File: config.mk
export PLATFORM = sky130hd
export DESIGN_NAME = dbacc_top
export DESIGN_NICKNAME = d
export VERILOG_FILES = /design/src/rtl/dbacc_pkg.sv /design/src/rtl/dbacc_offset_comp.sv /design/src/rtl/dbacc_range_chk.sv /design/src/rtl/dbacc_classify.sv /design/src/rtl/dbacc_sat_acc.sv /design/src/rtl/dbacc_top.sv
export SDC_FILE = /design/constraint.sdc
export NUM_CORES = 1
export LEC_CHECK = 0
export ABC_AREA = 1
export CAP_MARGIN = 20
export CORE_MARGIN = 2
export CORE_UTILIZATION = 50
export DETAILED_ROUTE_END_ITERATION = 6
export HOLD_SLACK_MARGIN = 0.05
export PLACE_DENSITY = 0.83
export SETUP_SLACK_MARGIN = 0.3
export SLEW_MARGIN = 30
export SYNTH_ARGS = -nofsm -noshare
export SYNTH_HDL_FRONTEND = slang
export SYNTH_HIERARCHICAL = 1
export SYNTH_SLANG_ARGS = --single-unit
File: constraint.sdc
create_clock -name clk -period 7.9 [get_ports clk]
set_input_delay 0.79 -clock clk [delete_from_list [all_inputs] [get_ports clk]]
set_output_delay 0.79 -clock clk [all_outputs]
set_load 0.01 [all_outputs]
File: src/rtl/dbacc_pkg.sv
package dbacc_pkg;

  typedef enum logic {
    DIR_CHG = 1'b0,
    DIR_DIS = 1'b1
  } dir_e;

  localparam int NUM_DIR = 2;

endpackage

File: src/rtl/dbacc_offset_comp.sv
module dbacc_offset_comp #(
  parameter int SAMPLE_W = 16,
  parameter int OFFSET_W = 8,
  localparam int COMP_W  = SAMPLE_W + 2
) (
  input  logic signed [SAMPLE_W-1:0] sample,
  input  logic signed [OFFSET_W-1:0] off_a,
  input  logic signed [OFFSET_W-1:0] off_b,
  output logic signed [COMP_W-1:0]   comp
);

  logic signed [COMP_W-1:0] sample_x;
  logic signed [COMP_W-1:0] off_a_x;
  logic signed [COMP_W-1:0] off_b_x;

  always_comb begin
    sample_x = COMP_W'(sample);
    off_a_x  = COMP_W'(off_a);
    off_b_x  = COMP_W'(off_b);
    comp     = sample_x - off_a_x - off_b_x;
  end

endmodule

File: src/rtl/dbacc_range_chk.sv
module dbacc_range_chk #(
  parameter int SAMPLE_W   = 16,
  parameter int FULL_SCALE = 20408
) (
  input  logic signed [SAMPLE_W-1:0] sample,
  output logic                       oor
);

  localparam int EXT_W = SAMPLE_W + 1;

  logic signed [EXT_W-1:0] ext;
  logic [EXT_W-1:0]        rmag;

  always_comb begin
    ext  = EXT_W'(sample);
    rmag = ext[EXT_W-1] ? $unsigned(-ext) : $unsigned(ext);
    oor  = rmag > EXT_W'(FULL_SCALE);
  end

endmodule

File: src/rtl/dbacc_classify.sv
module dbacc_classify
  import dbacc_pkg::*;
#(
  parameter int COMP_W   = 18,
  parameter int THRESH_W = 8
) (
  input  logic signed [COMP_W-1:0] comp,
  input  logic                     oor,
  input  logic [THRESH_W-1:0]      thresh,
  output logic [COMP_W-1:0]        mag,
  output dir_e                     dir,
  output logic                     counted
);

  logic negative;
  logic nonzero;
  logic pass_band;

  always_comb begin
    negative  = comp[COMP_W-1];
    nonzero   = |comp;
    mag       = negative ? $unsigned(-comp) : $unsigned(comp);
    dir       = negative ? DIR_DIS : DIR_CHG;
    // threshold zero lets every non-zero magnitude through
    pass_band = mag >= COMP_W'(thresh);
    counted   = !oor && nonzero && pass_band;
  end

endmodule

File: src/rtl/dbacc_sat_acc.sv
module dbacc_sat_acc #(
  parameter int ACC_W = 24,
  parameter int MAG_W = 18
) (
  input  logic             clk,
  input  logic             rst_n,
  input  logic             en,
  input  logic [MAG_W-1:0] add,
  output logic [ACC_W-1:0] q
);

  localparam int SUM_W = ((ACC_W > MAG_W) ? ACC_W : MAG_W) + 1;
  localparam logic [SUM_W-1:0] CEIL = SUM_W'({ACC_W{1'b1}});

  logic [SUM_W-1:0] sum;
  logic [ACC_W-1:0] next;

  always_comb begin
    sum  = SUM_W'(q) + SUM_W'(add);
    next = (sum > CEIL) ? {ACC_W{1'b1}} : sum[ACC_W-1:0];
  end

  always_ff @(posedge clk or negedge rst_n) begin
    if (!rst_n) begin
      q <= '0;
    end else if (en) begin
      q <= next;
    end
  end

endmodule

File: src/rtl/dbacc_top.sv
module dbacc_top
  import dbacc_pkg::*;
#(
  parameter int SAMPLE_W   = 16,
  parameter int OFFSET_W   = 8,
  parameter int THRESH_W   = 8,
  parameter int ACC_W      = 24,
  parameter int FULL_SCALE = 20408
) (
  input  logic                       clk,
  input  logic                       rst_n,
  input  logic                       in_valid,
  output logic                       in_ready,
  input  logic signed [SAMPLE_W-1:0] in_sample,
  input  logic signed [OFFSET_W-1:0] cal_offset,
  input  logic signed [OFFSET_W-1:0] user_offset,
  input  logic [THRESH_W-1:0]        db_thresh,
  input  logic                       freeze,
  output logic [ACC_W-1:0]           chg_total,
  output logic [ACC_W-1:0]           dis_total,
  output logic                       res_valid,
  output logic                       res_counted,
  output logic                       res_discharge,
  output logic                       res_oor
);

  localparam int COMP_W = SAMPLE_W + 2;

  // ---------------- stage A: compensation and range ----------------
  logic signed [COMP_W-1:0] comp_a;
  logic                     oor_a;
  logic                     take;

  dbacc_offset_comp #(
    .SAMPLE_W (SAMPLE_W),
    .OFFSET_W (OFFSET_W)
  ) u_comp (
    .sample (in_sample),
    .off_a  (cal_offset),
    .off_b  (user_offset),
    .comp   (comp_a)
  );

  dbacc_range_chk #(
    .SAMPLE_W   (SAMPLE_W),
    .FULL_SCALE (FULL_SCALE)
  ) u_range (
    .sample (in_sample),
    .oor    (oor_a)
  );

  assign take = in_valid && in_ready;

  logic                     ready_q;
  logic                     s1_valid;
  logic signed [COMP_W-1:0] s1_comp;
  logic                     s1_oor;
  logic [THRESH_W-1:0]      s1_thresh;

  always_ff @(posedge clk or negedge rst_n) begin
    if (!rst_n) begin
      ready_q   <= 1'b0;
      s1_valid  <= 1'b0;
      s1_comp   <= '0;
      s1_oor    <= 1'b0;
      s1_thresh <= '0;
    end else begin
      ready_q  <= 1'b1;
      s1_valid <= take && !freeze;
      if (take) begin
        s1_comp   <= comp_a;
        s1_oor    <= oor_a;
        s1_thresh <= db_thresh;
      end
    end
  end

  assign in_ready = ready_q;

  // ---------------- stage B: deadband and accumulation ----------------
  logic [COMP_W-1:0] mag_b;
  dir_e              dir_b;
  logic              count_b;
  logic              step;

  dbacc_classify #(
    .COMP_W   (COMP_W),
    .THRESH_W (THRESH_W)
  ) u_class (
    .comp    (s1_comp),
    .oor     (s1_oor),
    .thresh  (s1_thresh),
    .mag     (mag_b),
    .dir     (dir_b),
    .counted (count_b)
  );

  assign step = s1_valid && !freeze;

  logic [NUM_DIR-1:0]            acc_en;
  logic [NUM_DIR-1:0][ACC_W-1:0] totals;

  for (genvar g = 0; g < NUM_DIR; g++) begin : g_dir
    assign acc_en[g] = step && count_b && (dir_b == dir_e'(g));

    dbacc_sat_acc #(
      .ACC_W (ACC_W),
      .MAG_W (COMP_W)
    ) u_acc (
      .clk   (clk),
      .rst_n (rst_n),
      .en    (acc_en[g]),
      .add   (mag_b),
      .q     (totals[g])
    );
  end

  assign chg_total = totals[DIR_CHG];
  assign dis_total = totals[DIR_DIS];

  always_ff @(posedge clk or negedge rst_n) begin
    if (!rst_n) begin
      res_valid     <= 1'b0;
      res_counted   <= 1'b0;
      res_discharge <= 1'b0;
      res_oor       <= 1'b0;
    end else begin
      res_valid     <= step;
      res_counted   <= step && count_b;
      res_discharge <= step && (dir_b == DIR_DIS);
      res_oor       <= step && s1_oor;
    end
  end

endmodule

==> results of run 1 <==
## how the worst max path moves through the flow
stage	slack [ns]	end	start
6_report	4.01	g_dir[1].u_acc/q[22]	s1_comp[0]
5_1_grt	3.63	g_dir[0].u_acc/q[22]	s1_comp[0]
4_1_cts	4.08	g_dir[1].u_acc/q[22]	s1_comp[0]
3_5_place_dp	4.11	g_dir[1].u_acc/q[22]	s1_comp[0]
3_3_place_gp	4.18	g_dir[0].u_acc/q[22]	s1_comp[0]
2_1_floorplan	4.86	g_dir[0].u_acc/q[21]	s1_comp[0]
## worst max-delay path, cell delays in order, from the launching register on
cell	delay (ns)
dfrtp_1	0.50
inv_1	0.17
ha_1	0.23
inv_1	0.07
nor2_1	0.05
nand3_1	0.11
nand2_2	0.11
xnor2_1	0.44
ha_1	0.19
nand2_1	0.06
nor2_1	0.11
a21boi_0	0.09
nand3_1	0.09
nor2_1	0.04
nand2_1	0.06
nor2_1	0.04
a21oi_1	0.13
nand3_1	0.15
nor2_2	0.11
buf_4	0.34
inv_1	0.10
nor4_1	0.32
nand2_1	0.09
nand2_1	0.06
nand3_1	0.06
## synth_stat cells (4+ instances only)
master	count	area share (%)
a21oi_1	51	3.0
a21oi_2	20	2.0
and2_1	8	0.58
buf_4	8	0.69
buf_6	6	0.78
clkbuf_1	5	0.22
dfrtp_1	81	23
fa_1	18	4.2
ha_1	63	9.1
inv_1	198	8.6
nand2_1	442	19
nand2_2	30	2.2
nand3_1	123	7.1
nand3_2	5	0.58
nand3b_1	9	0.78
nand4_1	8	0.58
nor2_1	145	6.3
nor2_2	18	1.3
nor2_4	5	0.65
nor3_1	9	0.52
nor4_1	4	0.29
o21ai_0	17	0.98
o21ai_1	7	0.40
o21ai_2	4	0.40
o21bai_1	8	0.69
xnor2_1	19	1.9
xor2_1	14	1.4
## state kept, by name (all words and copies together) (netlist names)
register,count
g_dir.u_acc/q,48
res_valid,1
s1_valid,1
in_ready,1
res_counted,1
res_oor,1
s1_oor,1
s1_comp,18
res_discharge,1
s1_thresh,8
## per-stage QoR
step	hold slack, ns	std cells
floorplan	0.442	1347
global placement	0.458	1649
detailed placement	0.465	1649
CTS	0.480	1665
global route	0.524	1665
finish	0.458	1665
## cell families after synthesis
group	synth area share (%)
flip-flops	23.4
other	0.0433
AO/OA/AOI/OAI	7.87
adder cells (fa/ha/maj)	13.3
XOR/XNOR	3.34
buffers and inverters	10.7
AND/OR/NAND/NOR	41.3
## final cells by class
cell class	count	share of cell area (%)
multi-input cells	1042	56.5
flip-flops and latches	81	20.1
repair buffers	98	9.64
inverters	203	7.66
well taps	225	2.79
clock buffers	9	2.23
clock inverters	7	1.02
## where the power goes
part	switching [mW]	total, mW	internal, mW
Combinational	1.79	2.87	1.08
Clock	0.190	0.470	0.280
Sequential	0.174	0.722	0.548
Total	2.15	4.06	1.91
## placed cells by master (no fill, tap or decap), types with 4 or more instances in the layout
master / instances
xor2_1: 14
nor2_1: 143
xnor2_1: 19
clkbuf_16: 9
nand3_1: 123
nand2_1: 442
o21ai_1: 7
nor2_4: 5
ha_1: 63
nand4_1: 8
nand2_2: 30
and2_1: 8
o21ai_2: 4
dfrtp_1: 80
nor4_1: 4
inv_1: 198
o21ai_0: 17
a21oi_2: 20
nor3_1: 9
clkdlybuf4s50_1: 94
nand3_2: 5
o21bai_1: 8
nand3b_1: 9
a21oi_1: 51
nor2_2: 20
fa_1: 18
## per-layer routing
metal | global-route usage [%] | vias to the layer above | part of all wire, % | wire (µm)
met5 | 0 | - | 0 | 0
met4 | 8.39 | 0 | 2.3 | 530
met3 | 3.59 | 42 | 5.8 | 1320
met2 | 43.3 | 278 | 47 | 10600
met1 | 33.8 | 3958 | 45 | 10200
li1 | - | 4404 | - | -
==> summary.txt, run 1 <==
Global route
  – Largest net degree at the start of global routing: 82
  – Remaining global-route overflow: 0
  – Global-route wire length before repair: 37600 µm
  – Initial antenna violation count: 0
  – Total GRT Usage: 25.6%
  – Vias in the first global route: 8055

Final layout
  – NumNets Final: 1560
  – Multi-input logic area: 5700 µm²
  – Final Instance Area: 10100 µm²
  – Final Util: 58.9%
  – Filler cells: 1680
  – Layout area overhead: 16.5%
  – Share of cells above drive strength 1: 7.99%
  – Antenna cell count: 0
  – Sequential cell area: 2030 µm²

Timing
  – RSZ-0062 raised after global routing: false
  – Min cycle time layout: 3.89 ns
  – Clock Skews: 0.0129 ns
  – Final Cycle Share: 49.2%
  – Hold Fails Final Rpt: 0
  – Worst setup margin: 4.01 ns
  – Headroom to the max-slew limit: 45.7%
  – Worst Tran Pin Value: 0.815 ns
  – Final Max Tran Viols: 0
  – Final setup viols: 0
  – Final TNS setup: 0 ns
  – Max Freq: 257 MHz

Clocking
  – Clock slew at reported path FFs: 0.06 ns
  – CTS Buf Count: 9
  – Root buffer cell: clkbuf_16
  – Hold_buf cts: 0
  – TritonCTS clock tree: done
  – Postcts setup bufs: 0
  – Resize count post-CTS: 0
  – Clk_lat worst skew: 0.36 ns
  – H-tree lvl count: 3
  – CTS Sinks: 81
  – Clk buf depth: 2

Floorplan
  – Die ar.: 18400 µm²
  – Die Y-Extent: 136 µm
  – Core region area: 17100 µm²
  – IO Count: 97
  – Initial core utilization: 50.5%
  – Chip width: 136 µm
  – Num rows: 48

Place
  – Placed instance area: 9750 µm²
  – Port bufs: 96
  – HPWL Detailed: 18200 µm
  – Pre-CTS WS: 4.11 ns
  – Placer Congestion: 0.969

Power and ir drop
  – Power Density: 403 nW/µm²
  – P_leak: 5.28 nW
  – Power Total: 4.06 mW
  – Peak VDD IR: 0.000223 V

Detailed routing
  – First drt pass iteration count: 5
  – ANT nets after route: 0
  – Post-Route WL: 22600 µm
  – Vias: 8682
  – Vias per cell: 5.21
  – Wirelength per Cell: 13.6 µm
  – DRC: 0
  – Initial DRC count: 676

Worst setup path
  – Worst r2r src: s1_comp[0]
  – Reg2reg setup slack: 4.01 ns
  – R2R cell count: 24
  – Crit path max fanout: 30
  – Req. time, crit path: 8.13 ns
  – Worst setup EP type: register
  – Worst setup SP type: register
  – Arr. time, crit path: 4.12 ns
  – Worst setup path category: register to register
  – Worst r2r dst: g_dir[1].u_acc/q[22]

Synth
  – Syn Std Cell Area: 8650 µm²
  – YS warnings: 6
  – Post-Syn Nets: 1472
  – Number of flops mapped to enable cells by yosys: 0
  – Sequential area share after synthesis: 23.4%
  – Yosys cell types: 41
  – Cell count after synthesis: 1347
  – Seq cells post-synth: 81
  – Mean Syn Cell Area: 6.42 µm²
  – Post-synth top flop: dfrtp_1
  – Post-synth ARST share: 100%

Flow run
  – Max Cap Viol: 0

Run status
  – Status: finished, final reports clean

Hold path
  – Tightest Hold Check Type: primary input to async pin
No activity file was read; power rests on OpenSTA's default activity.
==> run 2, diff against run 1 <==
Clock period 7.9 ns to 4 ns, I/O delays scaled along.
==> run 2 against run 1 <==
Net effect: utilization rose by 0.72 points; global-route usage rose by 0.50 points; power rose by 98%; register-to-register slack got worse by 3.5 ns; cell area rose by 1.2%; clock-buffer cell count rose by 3; worst setup slack got worse by 3.5 ns; sequential cell count did not move; highest routed layer unchanged; hold slack got worse by 0.38 ns.
==> summary.txt, run 2 (synthesis gave the netlist of run 1 again) <==
Final layout
  – Largest Register: g_dir.u_acc/q
  – Antenna cell count: 0 (unchanged)
  – Max reg flops: 48 (unchanged)
  – Commonest cells after routing, fill and taps aside: nand2_1 (442), inv_1 (197), nor2_1 (143), nand3_1 (122), clkdlybuf4s50_1 (94)
  – Layout area overhead: 18.0%
  – Most common cell after layout, fill and taps aside: nand2_1
  – NumNets Final: 1573 (+0.83%)
  – Top flop regs: g_dir.u_acc/q (48), s1_comp (18), s1_thresh (8)
  – Share of cells above drive strength 1: 9.02% (+1.0 points)
  – Final Util: 59.6% (+0.72 points)

Timing
  – Clock Skews: 0.00679 ns (-0.00607 ns)
  – Final Cycle Share: 86.4% (+37 points)
  – Final Max Tran Viols: 0 (unchanged)
  – Hold Fails Final Rpt: 0 (unchanged)
  – Min cycle time layout: 3.46 ns (-0.431 ns)
  – RSZ-0062 raised after global routing: false
  – Final TNS setup: 0 ns (unchanged)
  – Max Freq: 289 MHz (+12%)
  – Worst Tran Pin Value: 0.745 ns (-0.0698 ns)
  – Headroom to the max-slew limit: 50.3% (+4.7 points)
  – Final setup viols: 0 (unchanged)

Power and ir drop
  – Reg power frac: 17.6% (-0.2 points)
  – Clock share of power: 10.6% (-1.0 points)
  – Power Density: 787 nW/µm² (+96%)
  – Internal cell power: 3.77 mW (+97%)
  – Comb pwr share: 71.8% (+1.2 points)
  – Switching Share: 53.1% (+0.14 points)
  – P_leak: 5.35 nW (+1.2%)
  – Peak VDD IR: 0.000510 V (+130%)
  – Switch Pwr: 4.27 mW (+98%)

Detailed routing
  – Initial DRC count: 685 (+1.3%)
  – First drt pass iteration count: 6 (+1)
  – Post-Route WL: 23100 µm (+2.1%)
  – ANT nets after route: 0 (unchanged)
  – Wirelength per Cell: 13.8 µm (+1.3%)
  – DRC: 0 (unchanged)
  – Vias: 8744 (+0.71%)
  – Vias per cell: 5.21 (about the same)

Worst setup path
  – Worst setup SP type: register
  – R2R cell count: 26 (+8.3%)
  – Worst r2r src: s1_comp[0]
  – Req. time, crit path: 4.23 ns (-3.90 ns)
  – Crit path max fanout: 7 (-77%)
  – Reg2reg setup slack: 0.54 ns (-3.47 ns)
  – Critical path capture point: g_dir[0].u_acc/q[22]
  – Worst r2r dst: g_dir[0].u_acc/q[22]
  – Arr. time, crit path: 3.69 ns (-0.43 ns)
  – Worst setup path category: register to register
  – Worst setup EP type: register
  – Critical path launch point: s1_comp[0]

Global route
  – Total GRT Usage: 26.1% (+0.50 points)
  – Initial antenna violation count: 0 (unchanged)
  – Global-route wire length before repair: 38700 µm (+2.8%)
  – Vias in the first global route: 8215 (+2.0%)
  – Remaining global-route overflow: 0 (unchanged)
  – Largest net degree at the start of global routing: 82 (unchanged)

Clocking
  – TritonCTS clock tree: done
  – Root buffer cell: clkbuf_16
  – CTS Buf Count: 9 (unchanged)
  – CTS Sinks: 81 (unchanged)
  – H-tree lvl count: 3 (unchanged)
  – Clk_lat worst skew: 0.35 ns (about the same)
  – Clock slew at reported path FFs: 0.06 ns (about the same)
  – Clk buf depth: 2 (unchanged)

Hold path
  – Tightest Hold Check Type: primary input to async pin

Place
  – Placer Congestion: 0.996 (+2.8%)
  – Port bufs: 96 (unchanged)
  – HPWL Detailed: 18500 µm (+1.7%)

Run status
  – Status: finished, final reports clean

Floorplan
  – Core region area: 17100 µm² (unchanged)
  – IO Count: 97 (unchanged)
  – Chip width: 136 µm (unchanged)
  – Die ar.: 18400 µm² (unchanged)
  – Num rows: 48 (unchanged)
  – Initial core utilization: 50.5% (unchanged)
  – Die Y-Extent: 136 µm (unchanged)

Flow run
  – Max Cap Viol: 0 (unchanged)
[run 2: changes by cell type in the layout (fill, tap and decap cells not counted), sizes merged]
cell    before  now
buf          4   16
bufinv       2    1
clkbuf       9   12
clkinv       4    2
nand4       10   11
[run 2: routing by layer]
layer / track usage (%) / vias to the layer above / share of wire [%] / routed length, µm
met3: 3.67 / 39 / 5.3 / 1220
li1: - / 4440 / - / -
met1: 34.4 / 3977 / 45 / 10500
met4: 7.81 / 0 / 2.2 / 512
met5: 0 / - / 0 / 0
met2: 44.6 / 288 / 47 / 10900
[run 2: stage by stage]
| step | std cells | hold slack [ns] | setup slack (ns) | power [mW] | cell area, µm² |
|---|---|---|---|---|---|
| finish | 1678 | 0.0819 | 0.543 | 8.04 | 10200 |
| global route | 1678 | 0.156 | 0.262 | 8.82 | 10200 |
| detailed placement | 1657 | 0.472 | 0.446 | 7.03 | 9820 |
| CTS | 1673 | 0.124 | 0.405 | 7.93 | 10100 |
| floorplan | 1347 | 0.104 | 0.958 | 5.48 | 8650 |
| global placement | 1657 | 0.457 | 0.591 | 6.94 | 9810 |
[run 2: power groups by stage]
stage | clock, mW | combinational [mW] | sequential, mW
finish | 0.851 | 5.77 | 1.41
global route | 0.896 | 6.49 | 1.44
CTS | 0.866 | 5.65 | 1.41
detailed placement | 0 | 5.62 | 1.42
global placement | 0 | 5.53 | 1.41
floorplan | 0 | 4.09 | 1.39
[run 2: repair_timing]
item | 4_1_cts | 5_1_grt
resized for setup | 0 | 10
setup buffers | 0 | 4
hold buffers | 0 | 0
setup endpoints to repair | 0 | 47
[run 2: final cells by class]
| cell class | count | area, µm² |
|---|---|---|
| repair buffers | 110 | 1070 |
| fillers | 1611 | 6910 |
| multi-input cells | 1043 | 5760 |
| clock buffers | 12 | 246 |
| inverters | 203 | 772 |
| well taps | 225 | 282 |
| flip-flops and latches | 81 | 2030 |
| clock inverters | 4 | 51.3 |
[run 2: worst min path at each step]
stage | end | slack [ns]
floorplan | g_dir[0].u_acc/q[0] | 0.10
global placement | s1_thresh[3] | 0.46
detailed placement | s1_thresh[7] | 0.47
CTS | g_dir[0].u_acc/q[23] | 0.12
global route | g_dir[0].u_acc/q[23] | 0.16
finish | g_dir[0].u_acc/q[23] | 0.08
[run 2: critical path: stages (launching register included)]
cell and delay (ns):
dfrtp_1 0.41, inv_2 0.08, ha_1 0.20, inv_1 0.07, nor2_1 0.05, nand2_1 0.10
nand2_1 0.07, xor2_1 0.15, buf_4 0.14, ha_1 0.26, nand2_1 0.06, nor2_1 0.16
nand2_1 0.07, nand3_1 0.07, nand2_1 0.05, nand3_1 0.07, nor2_1 0.04, nand2_1 0.06
nor2_1 0.04, a21oi_1 0.15, nand3_2 0.15, nor2_4 0.28, inv_1 0.14, nor4_4 0.26
nand2_1 0.08, nand2_1 0.06, nand3_1 0.06
